==> src/rtl/baud_div_pkg.sv <==
package baud_div_pkg;
    localparam int unsigned DEF_CNT_W = 15;
    localparam int unsigned DEF_BUS_W = 16;

    typedef enum logic [1:0] {
        ACT_LOAD   = 2'd0,
        ACT_RELOAD = 2'd1,
        ACT_DEC    = 2'd2
    } cnt_act_e;
endpackage

==> src/rtl/baud_reload_reg.sv <==
module baud_reload_reg #(
    parameter int unsigned CNT_W  = baud_div_pkg::DEF_CNT_W,
    parameter int unsigned BUS_W  = baud_div_pkg::DEF_BUS_W,
    parameter int unsigned NBYTES = BUS_W / 8
) (
    input  logic              clk,
    input  logic              rst_n,
    input  logic              wr_en,
    input  logic [NBYTES-1:0] wr_be,
    input  logic [BUS_W-1:0]  wr_data,
    output logic              wr_hit,
    output logic [CNT_W-1:0]  merged,
    output logic [CNT_W-1:0]  reload_q
);
    typedef struct packed {
        logic [CNT_W-1:0] reload;
    } reg_st_t;

    reg_st_t st_d, st_q;

    assign wr_hit = wr_en && (|wr_be);

    // Per-lane merge: each enabled lane takes the bus data, others keep old bits
    for (genvar b = 0; b < NBYTES; b++) begin : g_lane
        localparam int unsigned LO = 8 * b;
        localparam int unsigned HI = (8 * b + 7 < CNT_W) ? 8 * b + 7 : CNT_W - 1;
        if (LO < CNT_W) begin : g_used
            assign merged[HI:LO] = wr_be[b] ? wr_data[HI:LO] : st_q.reload[HI:LO];
        end
    end

    always_comb begin
        st_d = st_q;
        if (wr_hit) begin
            st_d.reload = merged;
        end
    end

    always_ff @(posedge clk or negedge rst_n) begin
        if (!rst_n) begin
            st_q <= '0;
        end else begin
            st_q <= st_d;
        end
    end

    assign reload_q = st_q.reload;
endmodule

==> src/rtl/baud_down_counter.sv <==
module baud_down_counter #(
    parameter int unsigned CNT_W = baud_div_pkg::DEF_CNT_W
) (
    input  logic             clk,
    input  logic             rst_n,
    input  logic             load,
    input  logic [CNT_W-1:0] load_val,
    input  logic [CNT_W-1:0] reload_val,
    output logic [CNT_W-1:0] cnt,
    output logic             tick
);
    import baud_div_pkg::*;

    typedef struct packed {
        logic [CNT_W-1:0] cnt;
        logic             tick;
    } cnt_st_t;

    cnt_st_t  st_d, st_q;
    cnt_act_e act;

    // A write takes priority over expiry and suppresses the strobe
    always_comb begin
        if (load) begin
            act = ACT_LOAD;
        end else if (st_q.cnt == '0) begin
            act = ACT_RELOAD;
        end else begin
            act = ACT_DEC;
        end
    end

    always_comb begin
        st_d = st_q;
        case (act)
            ACT_LOAD: begin
                st_d.cnt  = load_val;
                st_d.tick = 1'b0;
            end
            ACT_RELOAD: begin
                st_d.cnt  = reload_val;
                st_d.tick = 1'b1;
            end
            default: begin
                st_d.cnt  = st_q.cnt - 1'b1;
                st_d.tick = 1'b0;
            end
        endcase
    end

    always_ff @(posedge clk or negedge rst_n) begin
        if (!rst_n) begin
            st_q <= '0;
        end else begin
            st_q <= st_d;
        end
    end

    assign cnt  = st_q.cnt;
    assign tick = st_q.tick;
endmodule

==> src/rtl/baud_reload_div.sv <==
module baud_reload_div #(
    parameter int unsigned CNT_W = baud_div_pkg::DEF_CNT_W,
    parameter int unsigned BUS_W = baud_div_pkg::DEF_BUS_W
) (
    input  logic                 clk,
    input  logic                 rst_n,
    input  logic                 wr_en,
    input  logic [BUS_W/8-1:0]   wr_be,
    input  logic [BUS_W-1:0]     wr_data,
    output logic [BUS_W-1:0]     rd_data,
    output logic                 baud_tick
);
    localparam int unsigned NBYTES = BUS_W / 8;

    logic             wr_hit;
    logic [CNT_W-1:0] merged;
    logic [CNT_W-1:0] reload_val;
    logic [CNT_W-1:0] cnt_val;

    baud_reload_reg #(
        .CNT_W (CNT_W),
        .BUS_W (BUS_W),
        .NBYTES(NBYTES)
    ) u_reg (
        .clk     (clk),
        .rst_n   (rst_n),
        .wr_en   (wr_en),
        .wr_be   (wr_be),
        .wr_data (wr_data),
        .wr_hit  (wr_hit),
        .merged  (merged),
        .reload_q(reload_val)
    );

    baud_down_counter #(
        .CNT_W(CNT_W)
    ) u_cnt (
        .clk       (clk),
        .rst_n     (rst_n),
        .load      (wr_hit),
        .load_val  (merged),
        .reload_val(reload_val),
        .cnt       (cnt_val),
        .tick      (baud_tick)
    );

    // Unused upper window bits read as zero
    assign rd_data = BUS_W'(cnt_val);
endmodule

==> config.mk <==
export PLATFORM = sky130hd
export DESIGN_NAME = baud_reload_div
export DESIGN_NICKNAME = d
export VERILOG_FILES = /design/src/rtl/baud_div_pkg.sv /design/src/rtl/baud_reload_reg.sv /design/src/rtl/baud_down_counter.sv /design/src/rtl/baud_reload_div.sv
export SDC_FILE = /design/constraint.sdc
export NUM_CORES = 1
export LEC_CHECK = 0
export BUFFER_PORTS_ARGS = -buffer_cell sky130_fd_sc_hd__buf_2
export CORE_ASPECT_RATIO = 1.75
export CORE_MARGIN = 3
export CORE_UTILIZATION = 45
export CTS_CLUSTER_DIAMETER = 50
export DETAILED_ROUTE_END_ITERATION = 7
export PLACE_DENSITY = 0.67
export SKIP_CTS_REPAIR_TIMING = 1
export SLEW_MARGIN = 20
export SYNTH_ARGS = -nofsm -noshare
export SYNTH_HDL_FRONTEND = slang
export SYNTH_HIERARCHICAL = 1
export SYNTH_SLANG_ARGS = --single-unit
==> constraint.sdc <==
create_clock -name clk -period 2.6 [get_ports clk]
set_input_delay 0.26 -clock clk [delete_from_list [all_inputs] [get_ports clk]]
set_output_delay 0.26 -clock clk [all_outputs]
set_load 0.01 [all_outputs]
==> Word-level counts from Yosys, hierarchy flattened <==
Cells that the tools add are included.
{ "totals": {"inputBits": 21, "ff_bits": 31, "elab_cells": 14, "out_inout_bits": 17} }
{ "classes": {"n_reduce_logical": 4, "mux": 5, "n_eq_ne": 1, "add_sub_neg": 1} }
{ "op_table": {"columns": ["operator", "count"], "rows": [
  ["one-hot mux 16 bit (2 select lines)", 1],
  ["zero test 15 bit", 1],
  ["subtractor 15 x 1 -> 15 bit, second input constant", 1],
  ["two-way mux 8 bit", 1],
  ["two-way mux 7 bit", 1],
  ["two-way mux 2 bit", 2],
  ["== test 2 x 1 -> 1 bit, second input constant", 1],
  ["zero test 2 bit", 1],
  ["OR reduction 2 bit", 1],
  ["logical AND 1 bit", 1]
]} }

==> Logic depth before layout (Yosys ltp) <==
Gate-level depths: netlist (run 1).
{ "depth": {"word_depth": 5, "ltp_mapped": 8, "ltp_nobuf": 6} }

==> Modules after synthesis <==
Netlist (run 1), hierarchy kept.
{ "modules_own_cells": {"columns": ["mod", "seq_area_each_um2", "n_inst", "cells_each", "area_per_inst_um2"], "rows": [
  ["baud_down_counter", 400.4, 1, 122, 1112.3],
  ["baud_reload_reg", 375.4, 1, 50, 784.5],
  ["baud_reload_div", 0.0, 1, 2, 11.3]
]} }

==> Least setup slack after synthesis (run 1) <==
No wires, ideal clock.
{ "synth_path": {"kind": "register -> register", "from": "register u_cnt.st_q (netlist bit u_cnt/cnt[0])", "to": "register u_cnt.st_q (netlist bit u_cnt/cnt[13])", "path_stages_with_launch": 9, "setup_ns": 0.137, "path_buffers": 2, "t_arrival_ns": 2.131, "required_time_ns": 2.463, "synth_period_minus_slack_ns": 2.267, "path_slack_ns": 0.333, "cell_sequence": "dfrtp_1 inv_1 ha_1 or4b_1 or4_4 buf_6 buf_6 o32ai_1 o31ai_1"} }
{ "synth_rtl": {"columns": ["item", "line", "text"], "rows": [
  ["start: declaration", "baud_down_counter.sv:19", "cnt_st_t st_d, st_q;"],
  ["start signal: assignment", "baud_down_counter.sv:55", "st_q <= st_d;"]
]} }

==> flow_summary.yaml, run 1 <==
routing:
  drt-total-wl_mm: 4.29
  dr.pass1.iters: 4
  wl_per_cell_um: 16.6
  final_antenna_net_count: 0
  drt_iter0_drc: 37
  highest_layer: "met4"
  wl_met3_um: 203
  wl_met2_mm: 2.36
  route.detailed.drc: 0
  vias: 1495
  vias_per_cell: 5.79
  drt-met1-wl_mm: 1.66
final_layout:
  fin_util_pct: 55.2
  layout_commonest_cell: "buf_2"
  final_cells: 258
  fillers: 396
  n_antenna_cell: 0
  syn_to_final_growth_pct: 15.0
  mostFrequentLayoutCells: "35 x buf_2, 31 x dfrtp_1, 25 x mux2_2, 11 x inv_1, 10 x nand2_1"
  finalNetCount: 232
  drive_gt1_share_pct: 41.0
timing:
  fin_skew_ns: 0.00562
  totalNegativeSetupSlack_ns: 0
  layout_min_cycle_time_ns: 2.37
  finalHoldViolations: 0
  rsz0062_at_grt: "no"
  hold_ws_ns: 0.0211
  fin_crit_sh_pct: 91.0
  setup_viol: 0
  max_freq_mhz: 423
  relSlewSlack_pct: 53.4
  worstMarginPinSlew_ns: 0.698
  slew_viol_final: 0
clocking:
  cts_root_buf: "clkbuf_8"
  path_clk_slew_ns: 0.07
  cts_buffers: 5
  clkSinkCount: 31
  h-tree-depth: 2
  clk_latency_ns: 0.28
  cts_tree: "yes"
  clk_path_buf_depth: 2
die:
  initial_utilization_pct: 48.0
  row_count: 30
  top_level_ports: 38
  dieArea_mm2: 0.00509
  core-area_mm2: 0.00398
  chipHeight_um: 92.1
  die_w_um: 55.2
yosys:
  synthDistinctLibCells: 46
  synth.avg_cell_area_um2: 11.0
  synth_ff_type: "dfrtp_1"
  synthTopCellsByArea: "dfrtp_1 41%, mux2_2 15%, mux2_4 5.5%"
  synth_nets: 197
  yosys.area.top_type: "dfrtp_1"
  synth-async-reset-ratio_pct: 100
  yosysWarnings: 6
  yosysTopAreaCellShare_pct: 40.7
  synth_edf_count: 0
  synthesis.area_mm2: 0.00191
  ys_seq_area_share_pct: 40.7
  synth_cells: 174
  ys_ff_latch: 31
critical_path:
  start_kind: "flip-flop"
  r2r-start: "u_cnt/cnt[0]"
  reg2reg_to: "u_cnt/cnt[5]"
  critPathArrivalTime_ns: 2.56
  critPathMaxFanout: 13
  ff2ff_path_depth: 6
  endpoint_kind: "flip-flop"
  critPathLaunch: "u_cnt/cnt[0]"
  crit_type: "flip-flop to flip-flop"
  critPathRequiredTime_ns: 2.80
  cp-endpoint: "u_cnt/cnt[5]"
  timing.reg2reg.setup_slack_ns: 0.23
status:
  status: "finished, final reports clean"
pwr:
  clkPwrFrac_pct: 24.3
  pwr-share-comb_pct: 34.0
  p_int_mw: 1.11
  switchingPower_uw: 596
  powerDensity_mw_per_mm2: 777
  p_sw_share_pct: 34.9
  power_leakage_nw: 1.02
  finalPower_mw: 1.71
  seqPwrFrac_pct: 41.7
  max-vdd-ir-drop_v: 0.000407
global_route:
  gr-total-overflow: 0
  antenna_found_initial: 0
  grt_max_degree: 32
  grt_pass1_vias: 1583
  grtUsageTotal_pct: 17.9
  grt_pass1_wl_mm: 7.33
flow_run:
  cap_viol_max_count: 0
placed_design:
  io_buffers: 35
  gp_congestion: 0.873
  dp_hpwl_mm: 3.18
  dp.cells: 250
hold_path:
  hold_path.class: "primary input to asynchronous set/reset pin"
## power groups by stage
stage / Combinational [mW] / Sequential, mW / Clock (mW)
6_report: 0.580 / 0.711 / 0.414
2_1_floorplan: 0.388 / 0.720 / 0
5_1_grt: 0.644 / 0.732 / 0.455
3_3_place_gp: 0.565 / 0.709 / 0
3_5_place_dp: 0.580 / 0.718 / 0
4_1_cts: 0.584 / 0.711 / 0.429
## sequential cells by signal, indices dropped and copies added (netlist names)
name / flops
u_reg/reload_q: 15
u_cnt/tick: 1
u_cnt/cnt: 15
## worst min path at each step
| stage | start | endpoint | slack, ns | cells after the start |
|---|---|---|---|---|
| after floorplan | rst_n | u_cnt/cnt[0] | -0.04 | 0 |
| after global placement | rst_n | u_reg/reload_q[9] | 0.33 | 1 |
| after detailed placement | rst_n | u_reg/reload_q[9] | 0.36 | 1 |
| after CTS | rst_n | u_cnt/cnt[7] | 0.05 | 1 |
| after global routing | rst_n | u_reg/reload_q[9] | 0.07 | 1 |
| final | rst_n | u_cnt/cnt[7] | 0.02 | 1 |
## cells by family after synthesis
group	synth area share (%)
AO/OA/AOI/OAI	12.0
adder cells (fa/ha/maj)	1.31
multiplexers	23.4
AND/OR/NAND/NOR	14.2
XOR/XNOR	2.29
flip-flops	40.7
other	0.197
buffers and inverters	5.90
## final cells by class
class / count / area [µm²] / share of cell area, %
Clock buffer: 8 / 100 / 4.56
Multi-Input combinational cell: 122 / 1020 / 46.5
Tap cell: 48 / 60.1 / 2.74
Timing Repair Buffer: 38 / 198 / 9.01
Inverter: 11 / 41.3 / 1.88
Sequential cell: 31 / 776 / 35.3
## critical path, cell delays in order (launching register included)
cell and delay, ns:
dfrtp_1 0.41, inv_1 0.11, ha_1 0.23, or4b_1 0.55, or4_4 0.57, and3_4 0.22, o31ai_2 0.19
## routing by layer
metal	track usage (%)	vias up
met5	0	-
met1	18.6	728
li1	-	713
met3	4.23	8
met4	7.10	0
met2	33.6	46
## cell usage after synthesis, types with 3 or more instances
cell type	count
buf_6	3
nand2_1	10
nor3_1	8
buf_4	3
nor4_1	3
xor2_1	4
o21ai_1	3
mux2i_1	6
o21ai_0	3
mux2_2	25
dfrtp_1	31
mux2_4	7
nor2_1	8
a31oi_1	4
clkbuf_1	3
inv_1	11
o31ai_1	3
## stage by stage
step / worst slack, ns / instance area (µm²)
after CTS: 0.239 / 2190
after global routing: 0.122 / 2190
after detailed placement: 0.261 / 2090
final: 0.234 / 2190
after floorplan: 0.333 / 1910
after global placement: 0.288 / 2090
Note: power is estimated with default switching activity, not from simulation.
==> run 2: changes to the inputs <==
--- a/config.mk
+++ b/config.mk
@@ -8,10 +8,10 @@
 export BUFFER_PORTS_ARGS = -buffer_cell sky130_fd_sc_hd__buf_2
 export CORE_ASPECT_RATIO = 1.75
 export CORE_MARGIN = 3
-export CORE_UTILIZATION = 45
+export CORE_UTILIZATION = 55
 export CTS_CLUSTER_DIAMETER = 50
 export DETAILED_ROUTE_END_ITERATION = 7
-export PLACE_DENSITY = 0.67
+export PLACE_DENSITY = 0.8
 export SKIP_CTS_REPAIR_TIMING = 1
 export SLEW_MARGIN = 20
 export SYNTH_ARGS = -nofsm -noshare
==> run 2 against run 1 <==
Compared with the run above: wire length is 1.3% lower; die area is 17% lower; fmax is 0.94% lower; clock-buffer cell count is 1 lower; critical path type unchanged; highest routed layer unchanged; flip-flop and latch count stayed put; largest cell class unchanged; setup slack worse by 0.023 ns; first-iteration DRC count is 14% lower; combinational power is 0.9% higher; clock power is 11% lower.
==> flow_summary.yaml, run 2 (synthesized netlist as in run 1, its figures left out) <==
pwr:
  clkPwrFrac_pct: 22.1
  seqPwrFrac_pct: 42.8
  p_int_mw: 1.06
  pwr-share-comb_pct: 35.1
  power_leakage_nw: 1.01
  p_sw_share_pct: 36.6
  finalPower_mw: 1.67
  switchingPower_uw: 610
  max-vdd-ir-drop_v: 0.000456
  powerDensity_mw_per_mm2: 768
timing:
  rsz0062_at_grt: "no"
  fin_skew_ns: 0.0121
  relSlewSlack_pct: 52.1
  worstMarginPinSlew_ns: 0.718
  layout_min_cycle_time_ns: 2.39
  fin_crit_sh_pct: 91.9
  max_freq_mhz: 419
  finalHoldViolations: 0
  slew_viol_final: 0
  setup_viol: 0
  hold_ws_ns: 0.0201
  totalNegativeSetupSlack_ns: 0
critical_path:
  cp-endpoint: "u_cnt/cnt[5]"
  max_stage_delay_ns: 0.57
  crit_type: "flip-flop to flip-flop"
  critPathArrivalTime_ns: 2.60
  cp_num_buf_inv: 1
  critPathRequiredTime_ns: 2.81
  critical_path.cell_chain: "inv_1 > ha_1 > or4b_1 > or4_4 > and3_4 > o31ai_2"
  cp_num_cells: 6
  critPathMaxFanout: 13
  slowest_stage: "or4_4"
  ff2ff_path_depth: 6
  r2r-start: "u_cnt/cnt[0]"
  timing.reg2reg.setup_slack_ns: 0.21
  critPathLaunch: "u_cnt/cnt[0]"
  reg2reg_to: "u_cnt/cnt[5]"
  cp_top_family: "simple AND/OR/NAND/NOR gates"
  endpoint_kind: "flip-flop"
  start_kind: "flip-flop"
final_layout:
  syn_to_final_growth_pct: 13.7
  drive_gt1_share_pct: 40.5
  n_antenna_cell: 0
  fillers: 267
  fin_area_mm2: 0.00217
  mostFrequentLayoutCells: "35 x buf_2, 31 x dfrtp_1, 25 x mux2_2, 11 x inv_1, 10 x nand2_1"
  fin_util_pct: 66.9
  finalNetCount: 232
  layout_commonest_cell: "buf_2"
placed_design:
  placed_area_mm2: 0.00209
  dp_hpwl_mm: 3.03
  gp_congestion: 0.944
  io_buffers: 35
clocking:
  cts_root_buf: "clkbuf_8"
  cts_buffers: 5
  clk_path_buf_depth: 2
  clkSinkCount: 31
  path_clk_slew_ns: 0.07
  clk_latency_ns: 0.29
  h-tree-depth: 2
  cts_tree: "yes"
routing:
  drt_iter0_drc: 32
  route.detailed.drc: 0
  dr.pass1.iters: 4
  drt-total-wl_mm: 4.24
  vias: 1497
  vias_per_cell: 5.92
  final_antenna_net_count: 0
  wl_per_cell_um: 16.7
die:
  top_level_ports: 38
  die_w_um: 50.5
  chipHeight_um: 83.9
  core-area_mm2: 0.00324
  dieArea_mm2: 0.00424
  row_count: 27
  initial_utilization_pct: 58.8
global_route:
  grt_pass1_vias: 1567
  grtUsageTotal_pct: 22.6
  grt_max_degree: 32
  gr-total-overflow: 0
  antenna_found_initial: 0
  grt_pass1_wl_mm: 7.29
status:
  status: "finished, final reports clean"
flow_run:
  cap_viol_max_count: 0
hold_path:
  hold_path.class: "primary input to asynchronous set/reset pin"
==> run 2: layer usage <==
layer  wire length (µm)  GRT usage, %  vias up  part of all wire (%)
met3                179          5.01       15                   4.2
met4                136          11.0        0                   3.2
met5                  0             0        -                     0
li1                   -             -      709                     -
met1               1580          24.6      725                    37
met2               2340          39.8       48                    55
==> run 2: how the worst min path moves through the flow <==
stage	end	slack [ns]	depth (start not counted)
final	u_reg/reload_q[3]	0.02	1
after global routing	u_reg/reload_q[4]	0.06	1
after CTS	u_cnt/cnt[8]	0.04	1
after detailed placement	u_cnt/tick	0.35	1
after global placement	u_reg/reload_q[9]	0.33	1
after floorplan	u_cnt/cnt[0]	-0.04	0
==> run 2: power by group through the flow <==
| stage | Combinational [mW] | Clock, mW | Sequential (mW) |
|---|---|---|---|
| 4_1_cts | 0.587 | 0.371 | 0.712 |
| 5_1_grt | 0.639 | 0.401 | 0.734 |
| 3_3_place_gp | 0.560 | 0 | 0.706 |
| 2_1_floorplan | 0.388 | 0 | 0.720 |
| 6_report | 0.585 | 0.368 | 0.713 |
| 3_5_place_dp | 0.582 | 0 | 0.717 |
==> run 2: final cells by class <==
| class | count | area [µm²] | share of cell area [%] |
|---|---|---|---|
| Multi-Input combinational cell | 122 | 1020 | 47.0 |
| Sequential cell | 31 | 776 | 35.8 |
| Timing Repair Buffer | 38 | 198 | 9.11 |
| Clock buffer | 7 | 76.3 | 3.52 |
| Tap cell | 43 | 53.8 | 2.48 |
| Inverter | 11 | 41.3 | 1.90 |
| Clock inverter | 1 | 5.00 | 0.231 |
==> run 2: worst register-to-register path, cell delays in order (launching register included) <==
cell	delay, ns
dfrtp_1	0.41
inv_1	0.11
ha_1	0.23
or4b_1	0.55
or4_4	0.58
and3_4	0.23
o31ai_2	0.20
==> run 2: stage by stage <==
step	std cells	setup WS, ns
final	253	0.211
after detailed placement	245	0.249
after global placement	245	0.297
after floorplan	174	0.333
after CTS	253	0.219
after global routing	253	0.125
==> run 3: changes to the inputs <==
--- a/config.mk
+++ b/config.mk
@@ -5,14 +5,16 @@
 export SDC_FILE = /design/constraint.sdc
 export NUM_CORES = 1
 export LEC_CHECK = 0
+export ABC_AREA = 1
 export BUFFER_PORTS_ARGS = -buffer_cell sky130_fd_sc_hd__buf_2
 export CORE_ASPECT_RATIO = 1.75
 export CORE_MARGIN = 3
 export CORE_UTILIZATION = 55
 export CTS_CLUSTER_DIAMETER = 50
 export DETAILED_ROUTE_END_ITERATION = 7
-export PLACE_DENSITY = 0.8
+export PLACE_DENSITY = 0.79
 export SKIP_CTS_REPAIR_TIMING = 1
+export SKIP_LAST_GASP = 1
 export SLEW_MARGIN = 20
 export SYNTH_ARGS = -nofsm -noshare
 export SYNTH_HDL_FRONTEND = slang
==> run 3 against run 2 <==
Compared with the run above: clock skew decreased by 0.0047 ns; critical endpoint is now u_cnt/cnt[10]; clock power increased by 35%; largest cell class unchanged; largest power group unchanged; area after synthesis increased by 5.8%.
==> flow_summary.yaml, run 3 <==
timing:
  setup_viol: 0
  slew_viol_final: 0
  worstMarginPinSlew_ns: 0.717
  layout_min_cycle_time_ns: 1.61
  fin_crit_sh_pct: 62.1
  relSlewSlack_pct: 52.2
  finalHoldViolations: 0
  finalWorstSetupSlack_ns: 0.985
  rsz0062_at_grt: "no"
  totalNegativeSetupSlack_ns: 0
  fin_skew_ns: 0.00743
  max_freq_mhz: 619
critical_path:
  cp_top_family: "simple AND/OR/NAND/NOR gates"
  endpoint_kind: "flip-flop"
  max_stage_delay_ns: 0.37
  critical_path.cell_chain: "inv_1 > ha_1 > nand2_1 > nor2_1 > nand2_1 > o21ai_0 > nand2_1 > nand2_1 > nand2_1"
  slowest_stage: "dfrtp_1"
  cp_num_buf_inv: 1
  critPathLaunch: "u_cnt/cnt[0]"
  critPathArrivalTime_ns: 1.80
  critPathMaxFanout: 4
  critPathRequiredTime_ns: 2.78
  r2r-start: "u_cnt/cnt[0]"
  crit_top_cell: "nand2_1"
  start_kind: "flip-flop"
  crit_type: "flip-flop to flip-flop"
flow_run:
  cap_viol_max_count: 0
die:
  die_w_um: 51.8
  row_count: 28
  initial_utilization_pct: 58.2
  chipHeight_um: 86.2
  top_level_ports: 38
  dieArea_mm2: 0.00446
  core-area_mm2: 0.00347
yosys:
  synth.avg_cell_area_um2: 6.58
  synth.most_common_cell: "nand2_1"
  synthTopCellsByArea: "dfrtp_1 38%, nand2_1 32%, nor2_1 4.3%"
  yosysTopAreaCellShare_pct: 38.4
  yosys.area.top_type: "dfrtp_1"
  synth_cells: 307
  ys_seq_area_share_pct: 38.4
  synth_edf_count: 0
  synthesis.area_mm2: 0.00202
  ys_ff_latch: 31
  yosysWarnings: 6
  synthDistinctLibCells: 24
  synth-async-reset-ratio_pct: 100
  synth_top_cells_by_count: "171 x nand2_1, 31 x dfrtp_1, 23 x nor2_1"
  synth_nets: 330
  synth_ff_type: "dfrtp_1"
clocking:
  h-tree-depth: 2
  cts_root_buf: "clkbuf_8"
  clk_path_buf_depth: 2
  cts_tree: "yes"
  path_clk_slew_ns: 0.07
  clk_latency_ns: 0.29
  cts_buffers: 5
  clkSinkCount: 31
placed_design:
  dp_hpwl_mm: 3.29
  placed_area_mm2: 0.00220
  preCtsSetupSlack_ns: 1.03
  gp_congestion: 0.834
  io_buffers: 35
pwr:
  power_leakage_nw: 1.32
  max-vdd-ir-drop_v: 0.000592
  powerDensity_mw_per_mm2: 820
routing:
  vias_per_cell: 4.95
  drt-total-wl_mm: 4.53
  vias: 1925
  route.detailed.drc: 0
  drt_iter0_drc: 68
  wl_per_cell_um: 11.6
  dr.pass1.iters: 4
  final_antenna_net_count: 0
final_layout:
  fin_util_pct: 66.7
  syn_to_final_growth_pct: 14.6
  n_antenna_cell: 0
  fin_area_mm2: 0.00231
  mostFrequentLayoutCells: "171 x nand2_1, 35 x buf_2, 31 x dfrtp_1, 23 x nor2_1, 20 x inv_1"
  drive_gt1_share_pct: 18.6
  layout_commonest_cell: "nand2_1"
  finalNetCount: 366
global_route:
  grt_pass1_wl_mm: 7.75
  grtUsageTotal_pct: 23.2
  gr-total-overflow: 0
  grt_max_degree: 32
  grt_pass1_vias: 1809
  antenna_found_initial: 0
hold_path:
  hold_path.class: "primary input to asynchronous set/reset pin"
status:
  status: "finished, final reports clean"
[run 3: worst paths after layout]
check / endpoint / slack [ns] / cells past startpoint
hold / removal: u_reg/reload_q[7] / 0.01 / 1
hold reg to reg: u_reg/reload_q[0] / 0.51 / 2
setup / recovery: u_cnt/cnt[10] / 0.99 / 9
max in group asynchronous: u_reg/reload_q[11] / 2.11 / 1
min in group clk: u_reg/reload_q[7] / 0.28 / 5
setup reg to reg: u_cnt/cnt[10] / 0.99 / 9
[run 3: layout make-up]
type	count	area (µm²)
fillers	342	1150
multi-input cells	246	1090
flip-flops and latches	31	776
repair buffers	36	183
inverters	23	86.3
clock buffers	6	82.6
well taps	45	56.3
clock inverters	2	35.0
[run 3: routing by layer]
metal / vias up / global-route usage (%) / part of all wire (%)
li1: 1012 / - / -
met1: 852 / 25.9 / 41
met2: 54 / 40.3 / 52
met3: 7 / 3.65 / 4.6
met4: 0 / 13.1 / 2.7
met5: - / 0 / 0
[run 3: per-stage QoR]
| stage | hold slack [ns] | instances | total power, mW |
|---|---|---|---|
| detailed placement | 0.351 | 381 | 1.41 |
| global placement | 0.360 | 381 | 1.39 |
| CTS | 0.0380 | 389 | 1.91 |
| finish | 0.0139 | 389 | 1.90 |
| global route | 0.0689 | 389 | 2.04 |
| floorplan | -0.0356 | 307 | 1.20 |
[run 3: worst reg2reg max path, cell delays in order (launching register included)]
cell     delay [ns]
dfrtp_1        0.37
inv_1          0.13
ha_1           0.26
nand2_1        0.07
nor2_1         0.22
nand2_1        0.10
o21ai_0        0.16
nand2_1        0.07
nand2_1        0.06
nand2_1        0.05
[run 3: kinds of logic after synthesis]
group                    count (synthesis)  share of synthesized area [%]
buffers and inverters                   30                           7.37
other                                    1                          0.186
adder cells (fa/ha/maj)                  2                           1.24
AO/OA/AOI/OAI                            8                           2.73
AND/OR/NAND/NOR                        231                           48.3
XOR/XNOR                                 4                           1.74
flip-flops                              31                           38.4
[run 3: power by group]
part / switching [mW] / leakage [nW] / internal [mW] / total [mW]
Clock: 0.188 / 0.0612 / 0.310 / 0.497
Sequential: 0.118 / 0.392 / 0.588 / 0.706
Combinational: 0.439 / 0.867 / 0.254 / 0.693
Total: 0.744 / 1.32 / 1.15 / 1.90
